File: src/rtl/pgs_pkg.sv
package pgs_pkg;

    localparam int DLY_W         = 6;
    localparam int FIRST_LSB     = 0;
    localparam int SECOND_LSB    = 8;
    localparam int CTRL_DN_BIT   = 0;
    localparam int CTRL_UP_BIT   = 1;
    localparam int CTRL_BUSY_BIT = 2;

    localparam int OFS_CTRL = 'h000;
    localparam int OFS_GATE = 'h260;
    localparam int OFS_UPT  = 'h264;
    localparam int OFS_DNT  = 'h268;

    typedef struct packed {
        logic [DLY_W-1:0] second;
        logic [DLY_W-1:0] first;
    } dly_pair_t;

    typedef enum logic [2:0] {
        ST_IDLE,
        ST_DN_ISO,
        ST_DN_SW,
        ST_UP_SW,
        ST_UP_ISO
    } seq_state_t;

    // counter preload: a phase of N cycles loads N-1; a zero field acts as 1
    function automatic logic [DLY_W-1:0] phase_load(input logic [DLY_W-1:0] f);
        return (f == '0) ? '0 : f - 1'b1;
    endfunction

endpackage

File: src/rtl/pgs_regs.sv
module pgs_regs
    import pgs_pkg::*;
#(
    parameter int ADDR_W = 12,
    parameter int DATA_W = 32
) (
    input  logic              clk,
    input  logic              rst,
    input  logic              wr_en,
    input  logic [ADDR_W-1:0] addr,
    input  logic [DATA_W-1:0] wdata,
    input  logic              st_busy,
    input  logic              st_req_up,
    input  logic              st_req_dn,
    output logic [DATA_W-1:0] rdata,
    output logic              gate_en,
    output dly_pair_t         up_dly,
    output dly_pair_t         dn_dly,
    output logic              ctrl_wr,
    output logic              ctrl_up,
    output logic              ctrl_dn
);

    int addr_i;
    assign addr_i = int'(addr);

    assign ctrl_wr = wr_en && (addr_i == OFS_CTRL);
    assign ctrl_up = wdata[CTRL_UP_BIT];
    assign ctrl_dn = wdata[CTRL_DN_BIT];

    always_ff @(posedge clk) begin
        if (rst) begin
            gate_en <= 1'b0;
            up_dly  <= '0;
            dn_dly  <= '0;
        end else if (wr_en) begin
            if (addr_i == OFS_GATE) begin
                gate_en <= wdata[0];
            end
            if (addr_i == OFS_UPT) begin
                up_dly.first  <= wdata[FIRST_LSB +: DLY_W];
                up_dly.second <= wdata[SECOND_LSB +: DLY_W];
            end
            if (addr_i == OFS_DNT) begin
                dn_dly.first  <= wdata[FIRST_LSB +: DLY_W];
                dn_dly.second <= wdata[SECOND_LSB +: DLY_W];
            end
        end
    end

    always_comb begin
        rdata = '0;
        if (addr_i == OFS_CTRL) begin
            rdata[CTRL_DN_BIT]   = st_req_dn;
            rdata[CTRL_UP_BIT]   = st_req_up;
            rdata[CTRL_BUSY_BIT] = st_busy;
        end else if (addr_i == OFS_GATE) begin
            rdata[0] = gate_en;
        end else if (addr_i == OFS_UPT) begin
            rdata[FIRST_LSB +: DLY_W]  = up_dly.first;
            rdata[SECOND_LSB +: DLY_W] = up_dly.second;
        end else if (addr_i == OFS_DNT) begin
            rdata[FIRST_LSB +: DLY_W]  = dn_dly.first;
            rdata[SECOND_LSB +: DLY_W] = dn_dly.second;
        end
    end

endmodule

File: src/rtl/pgs_phase_timer.sv
module pgs_phase_timer
    import pgs_pkg::*;
(
    input  logic             clk,
    input  logic             rst,
    input  logic             load,
    input  logic [DLY_W-1:0] load_val,
    output logic             expire
);

    logic [DLY_W-1:0] cnt;

    always_ff @(posedge clk) begin
        if (rst) begin
            cnt <= '0;
        end else if (load) begin
            cnt <= load_val;
        end else if (cnt != '0) begin
            cnt <= cnt - 1'b1;
        end
    end

    assign expire = (cnt == '0);

endmodule

File: src/rtl/pgs_seq_fsm.sv
module pgs_seq_fsm
    import pgs_pkg::*;
(
    input  logic             clk,
    input  logic             rst,
    input  logic             ctrl_wr,
    input  logic             ctrl_up,
    input  logic             ctrl_dn,
    input  logic             gate_en,
    input  dly_pair_t        up_dly,
    input  dly_pair_t        dn_dly,
    input  logic             expire,
    output logic             tmr_load,
    output logic [DLY_W-1:0] tmr_val,
    output logic             iso_en,
    output logic             sw_on,
    output logic             busy,
    output logic             req_up,
    output logic             req_dn
);

    seq_state_t       state;
    logic [DLY_W-1:0] hold2;
    logic             idle, go_up, go_dn, first_phase;

    assign idle        = (state == ST_IDLE);
    assign go_up       = idle && ctrl_wr && ctrl_up;
    assign go_dn       = idle && ctrl_wr && !ctrl_up && ctrl_dn && gate_en;
    assign first_phase = (state == ST_DN_ISO) || (state == ST_UP_SW);

    always_comb begin
        tmr_load = go_up || go_dn || (first_phase && expire);
        if (go_up) begin
            tmr_val = phase_load(up_dly.first);
        end else if (go_dn) begin
            tmr_val = phase_load(dn_dly.first);
        end else begin
            tmr_val = phase_load(hold2);
        end
    end

    always_ff @(posedge clk) begin
        if (rst) begin
            state  <= ST_IDLE;
            hold2  <= '0;
            iso_en <= 1'b0;
            sw_on  <= 1'b1;
            req_up <= 1'b0;
            req_dn <= 1'b0;
        end else begin
            case (state)
                ST_IDLE: begin
                    if (go_up) begin
                        state  <= ST_UP_SW;
                        sw_on  <= 1'b1;
                        req_up <= 1'b1;
                        hold2  <= up_dly.second;
                    end else if (go_dn) begin
                        state  <= ST_DN_ISO;
                        iso_en <= 1'b1;
                        req_dn <= 1'b1;
                        hold2  <= dn_dly.second;
                    end
                end
                ST_DN_ISO: if (expire) begin
                    state <= ST_DN_SW;
                    sw_on <= 1'b0;
                end
                ST_DN_SW: if (expire) begin
                    state  <= ST_IDLE;
                    req_dn <= 1'b0;
                end
                ST_UP_SW: if (expire) begin
                    state <= ST_UP_ISO;
                end
                ST_UP_ISO: if (expire) begin
                    state  <= ST_IDLE;
                    iso_en <= 1'b0;
                    req_up <= 1'b0;
                end
                default: state <= ST_IDLE;
            endcase
        end
    end

    assign busy = !idle;

endmodule

File: src/rtl/pgs_domain_seq.sv
module pgs_domain_seq
    import pgs_pkg::*;
#(
    parameter int ADDR_W = 12,
    parameter int DATA_W = 32
) (
    input  logic              clk,
    input  logic              rst,
    input  logic              bus_wr_en,
    input  logic [ADDR_W-1:0] bus_addr,
    input  logic [DATA_W-1:0] bus_wdata,
    output logic [DATA_W-1:0] bus_rdata,
    output logic              iso_en,
    output logic              pwr_sw_on,
    output logic              busy
);

    logic             gate_en, ctrl_wr, ctrl_up, ctrl_dn;
    logic             req_up, req_dn, expire, tmr_load;
    logic [DLY_W-1:0] tmr_val;
    dly_pair_t        up_dly, dn_dly;

    pgs_regs #(.ADDR_W(ADDR_W), .DATA_W(DATA_W)) u_regs (
        .clk       (clk),
        .rst       (rst),
        .wr_en     (bus_wr_en),
        .addr      (bus_addr),
        .wdata     (bus_wdata),
        .st_busy   (busy),
        .st_req_up (req_up),
        .st_req_dn (req_dn),
        .rdata     (bus_rdata),
        .gate_en   (gate_en),
        .up_dly    (up_dly),
        .dn_dly    (dn_dly),
        .ctrl_wr   (ctrl_wr),
        .ctrl_up   (ctrl_up),
        .ctrl_dn   (ctrl_dn)
    );

    pgs_phase_timer u_timer (
        .clk      (clk),
        .rst      (rst),
        .load     (tmr_load),
        .load_val (tmr_val),
        .expire   (expire)
    );

    pgs_seq_fsm u_fsm (
        .clk      (clk),
        .rst      (rst),
        .ctrl_wr  (ctrl_wr),
        .ctrl_up  (ctrl_up),
        .ctrl_dn  (ctrl_dn),
        .gate_en  (gate_en),
        .up_dly   (up_dly),
        .dn_dly   (dn_dly),
        .expire   (expire),
        .tmr_load (tmr_load),
        .tmr_val  (tmr_val),
        .iso_en   (iso_en),
        .sw_on    (pwr_sw_on),
        .busy     (busy),
        .req_up   (req_up),
        .req_dn   (req_dn)
    );

endmodule

File: config.mk
export PLATFORM = sky130hd
export DESIGN_NAME = pgs_domain_seq
export DESIGN_NICKNAME = d
export VERILOG_FILES = /design/src/rtl/pgs_pkg.sv /design/src/rtl/pgs_regs.sv /design/src/rtl/pgs_phase_timer.sv /design/src/rtl/pgs_seq_fsm.sv /design/src/rtl/pgs_domain_seq.sv
export SDC_FILE = /design/constraint.sdc
export NUM_CORES = 1
export LEC_CHECK = 0
export CAP_MARGIN = 20
export CORE_ASPECT_RATIO = 1.1
export CORE_MARGIN = 2
export CORE_UTILIZATION = 48
export DETAILED_ROUTE_END_ITERATION = 7
export PLACE_DENSITY_LB_ADDON = 0.05
export SKIP_LAST_GASP = 1
export SLEW_MARGIN = 20
export SYNTH_ARGS = -nofsm -noshare
export SYNTH_HDL_FRONTEND = slang
export SYNTH_SLANG_ARGS = --single-unit
File: constraint.sdc
create_clock -name clk -period 3.3 [get_ports clk]
set_input_delay 0.99 -clock clk [delete_from_list [all_inputs] [get_ports clk]]
set_output_delay 0.99 -clock clk [all_outputs]
set_load 0.005 [all_outputs]
==> flow_summary.json <==
{
  "comb_power_share_pct": 25.1,
  "die_area_um2": 6340,
  "placed_area_um2": 3310,
  "numCtsBuffers": 5,
  "pin_count": 82,
  "fin_crit_sh_pct": 107,
  "start_util_pct": 50.2,
  "grt.overflow.total": 0,
  "place_ws_ns": -0.834,
  "vias": 2577,
  "die_h_um": 83.3,
  "ys_warn_count": 0,
  "r2r_start": "u_timer.cnt[0]",
  "tightest_slew_ns": 0.685,
  "syn_area_um2": 2740,
  "timing.final.ws_setup_ns": -0.232,
  "slew_headroom_pct": 54.0,
  "max_cap_violations": 0,
  "busiest_layer": "met2",
  "insertion_delay_ns": 0.30,
  "drv_slew": 0,
  "grt_max_degree": 24,
  "peakVddDrop_v": 0.000278,
  "nets": 464,
  "hold_class": "register to register",
  "final_common_cell": "dfxtp_1",
  "drive_above_1_share_pct": 22.1,
  "clkPwrFrac_pct": 31.8,
  "seq_area_frac_synth_pct": 32.1,
  "area_growth_pct": 28.7,
  "grt_pass1_vias": 2472,
  "arrival_ns": 2.54,
  "clk_pin_slew_ns": 0.08,
  "antennaDiodeCount": 0,
  "cp_data_required_time_ns": 2.31,
  "max_freq_mhz": 283,
  "path_class": "input port to primary output",
  "finalHoldViolations": 0,
  "worstSetupStartpointType": "input port",
  "final_cells": 486,
  "placedCellCount": 460,
  "io_buffers": 41,
  "final_cell_area_um2": 3530,
  "switching_power_mw": 0.406,
  "clock_skew_ns": 0.00966,
  "hpwl_um": 4710,
  "first_pass_iters": 4,
  "antenna_found_initial": 0,
  "cts_max_path_buffers": 2,
  "setup_viol": 12,
  "drt-initial-drc-count": 134,
  "final_cell_mix": "dfxtp_1 (44), buf_4 (35), nor2_1 (34)",
  "drc": 0,
  "wl_um": 6950,
  "met3_usage_pct": 4.46,
  "ys_ff_latch": 44,
  "syn_inst": 336,
  "intPower_mw": 0.971,
  "cts_tree": "yes",
  "viasPerCell": 5.30,
  "use_met2_pct": 40.1,
  "fin_util_pct": 64.6,
  "h-tree-depth": 2,
  "antenna_left": 0,
  "outcome": "finished with violations",
  "min_period_ns": 3.53,
  "p_leak_nw": 1.50,
  "r2r_slack_ns": 1.00,
  "worstHoldStart": "u_fsm.sw_on",
  "cts.sinks": 44,
  "violations": "setup timing",
  "syn_area_per_cell_um2": 8.17,
  "place_congestion": 0.829,
  "std_cell_rows": 28,
  "p_sw_share_pct": 29.5,
  "grt_use_total_pct": 23.6,
  "wl_per_cell_um": 14.3,
  "grt_pass1_wl_um": 12100,
  "crit_path_end_kind": "primary output",
  "synth.distinct_cells": 49,
  "coreArea_um2": 5470,
  "grt_use_met1_pct": 29.9,
  "seqPwrFrac_pct": 43.2,
  "cts_hold_buffers": 0,
  "p_per_area_nw_per_um2": 390,
  "dieWidth_um": 76.1,
  "startpoint": "bus_addr[11]",
  "rsz0062_at_grt": "true",
  "crit_fanout": 5,
  "cts_root_buf": "clkbuf_8"
}
==> repair_timing <==
action | CTS | global route
buffers inserted | 18 | 3
resized for setup | 95 | 3
cloned | 3 | 0
setup endpoints to repair | 12 | 12
pin swaps | 17 | 10
==> worst max-delay path: stages <==
cell	delay, ns
buf_6	0.09
nor4_4	0.28
nand4b_1	0.19
buf_4	0.19
nor3b_4	0.23
buf_6	0.15
buf_8	0.12
a222oi_1	0.10
nand2_1	0.09
buf_2	0.11
==> power groups by stage <==
stage	Combinational, mW	Sequential [mW]	Clock [mW]
after floorplan	0.274	0.600	0
after global placement	0.339	0.605	0
after detailed placement	0.342	0.607	0
after CTS	0.346	0.595	0.445
after global routing	0.384	0.600	0.467
final	0.345	0.595	0.437
==> stage by stage <==
stage	hold WS, ns	setup TNS, ns	total power [mW]
after floorplan	0.447	0	0.874
after global placement	0.441	-9.53	0.945
after detailed placement	0.451	-9.58	0.949
after CTS	0.463	-2.34	1.39
after global routing	0.481	-2.99	1.45
final	0.459	-2.18	1.38
==> worst paths after layout <==
| path | cells after the start | to |
|---|---|---|
| worst min-delay path | 2 | u_fsm.sw_on |
| worst max register to register | 8 | u_timer.cnt[3] |
| worst max-delay path | 10 | bus_rdata[0] |
| worst min register to register | 2 | u_fsm.sw_on |
==> layer usage <==
metal | vias up | part of all wire (%)
met5 | - | 0
met4 | 0 | 2.2
met3 | 15 | 5.0
met2 | 71 | 49
met1 | 1200 | 44
li1 | 1291 | -
==> final cells by class <==
class / count / area [um^2]
fill: 497 / 1930
multi-input combinational: 259 / 1680
sequential: 44 / 881
timing repair buffer: 85 / 703
tap: 75 / 93.8
clock buffer: 6 / 82.6
inverter: 15 / 56.3
clock inverter: 2 / 38.8
==> registers in the layout, summed over array words and instances, names as in the netlist <==
| register | count |
|---|---|
| u_fsm.hold2 | 6 |
| u_fsm.sw_on | 1 |
| u_fsm.req_up | 1 |
| u_regs.dn_dly | 12 |
| u_timer.cnt | 6 |
| u_regs.gate_en | 1 |
| u_fsm.iso_en | 1 |
| u_regs.up_dly | 12 |
| u_fsm.state | 3 |
| u_fsm.req_dn | 1 |
==> kinds of logic after synthesis <==
kind of cell	count (synthesis)	share of synthesized area (%)
simple gates	132	26.0
buf+inv	52	10.5
flops	44	32.1
fa+ha+maj	7	3.19
other cells	1	0.137
xor+xnor	14	4.47
mux	17	6.34
compound gates	69	17.2
==> cell usage after synthesis (all sizes together) <==
cell type	n	area, um^2
nor4	5	67.6
nand3	27	135
conb	1	3.75
dfxtp	44	881
a211oi	8	65.1
or2	2	12.5
nor2	34	128
nand4	1	21.3
nor2b	2	12.5
nand2	31	116
mux2	3	33.8
xor2	4	35.0
o21a	3	22.5
a31o	1	8.76
o21ai	9	45.0
a311o	1	11.3
a22o	9	78.8
mux2i	14	140
and2b	1	7.51
a21oi	30	150
clkbuf	8	30.0
o22ai	1	20.0
a221oi	1	15.0
nor3	12	76.3
and3	2	12.5
or3	5	31.3
inv	15	56.3
nor4b	1	15.0
xnor2	10	87.6
nand4b	1	8.76
nand2b	2	12.5
nor3b	5	47.5
ha	7	87.6
o221a	1	11.3
a222oi	3	30.0
or3b	1	8.76
buf	29	203
o31ai	2	15.0
(Power assumes the default switching activity.)
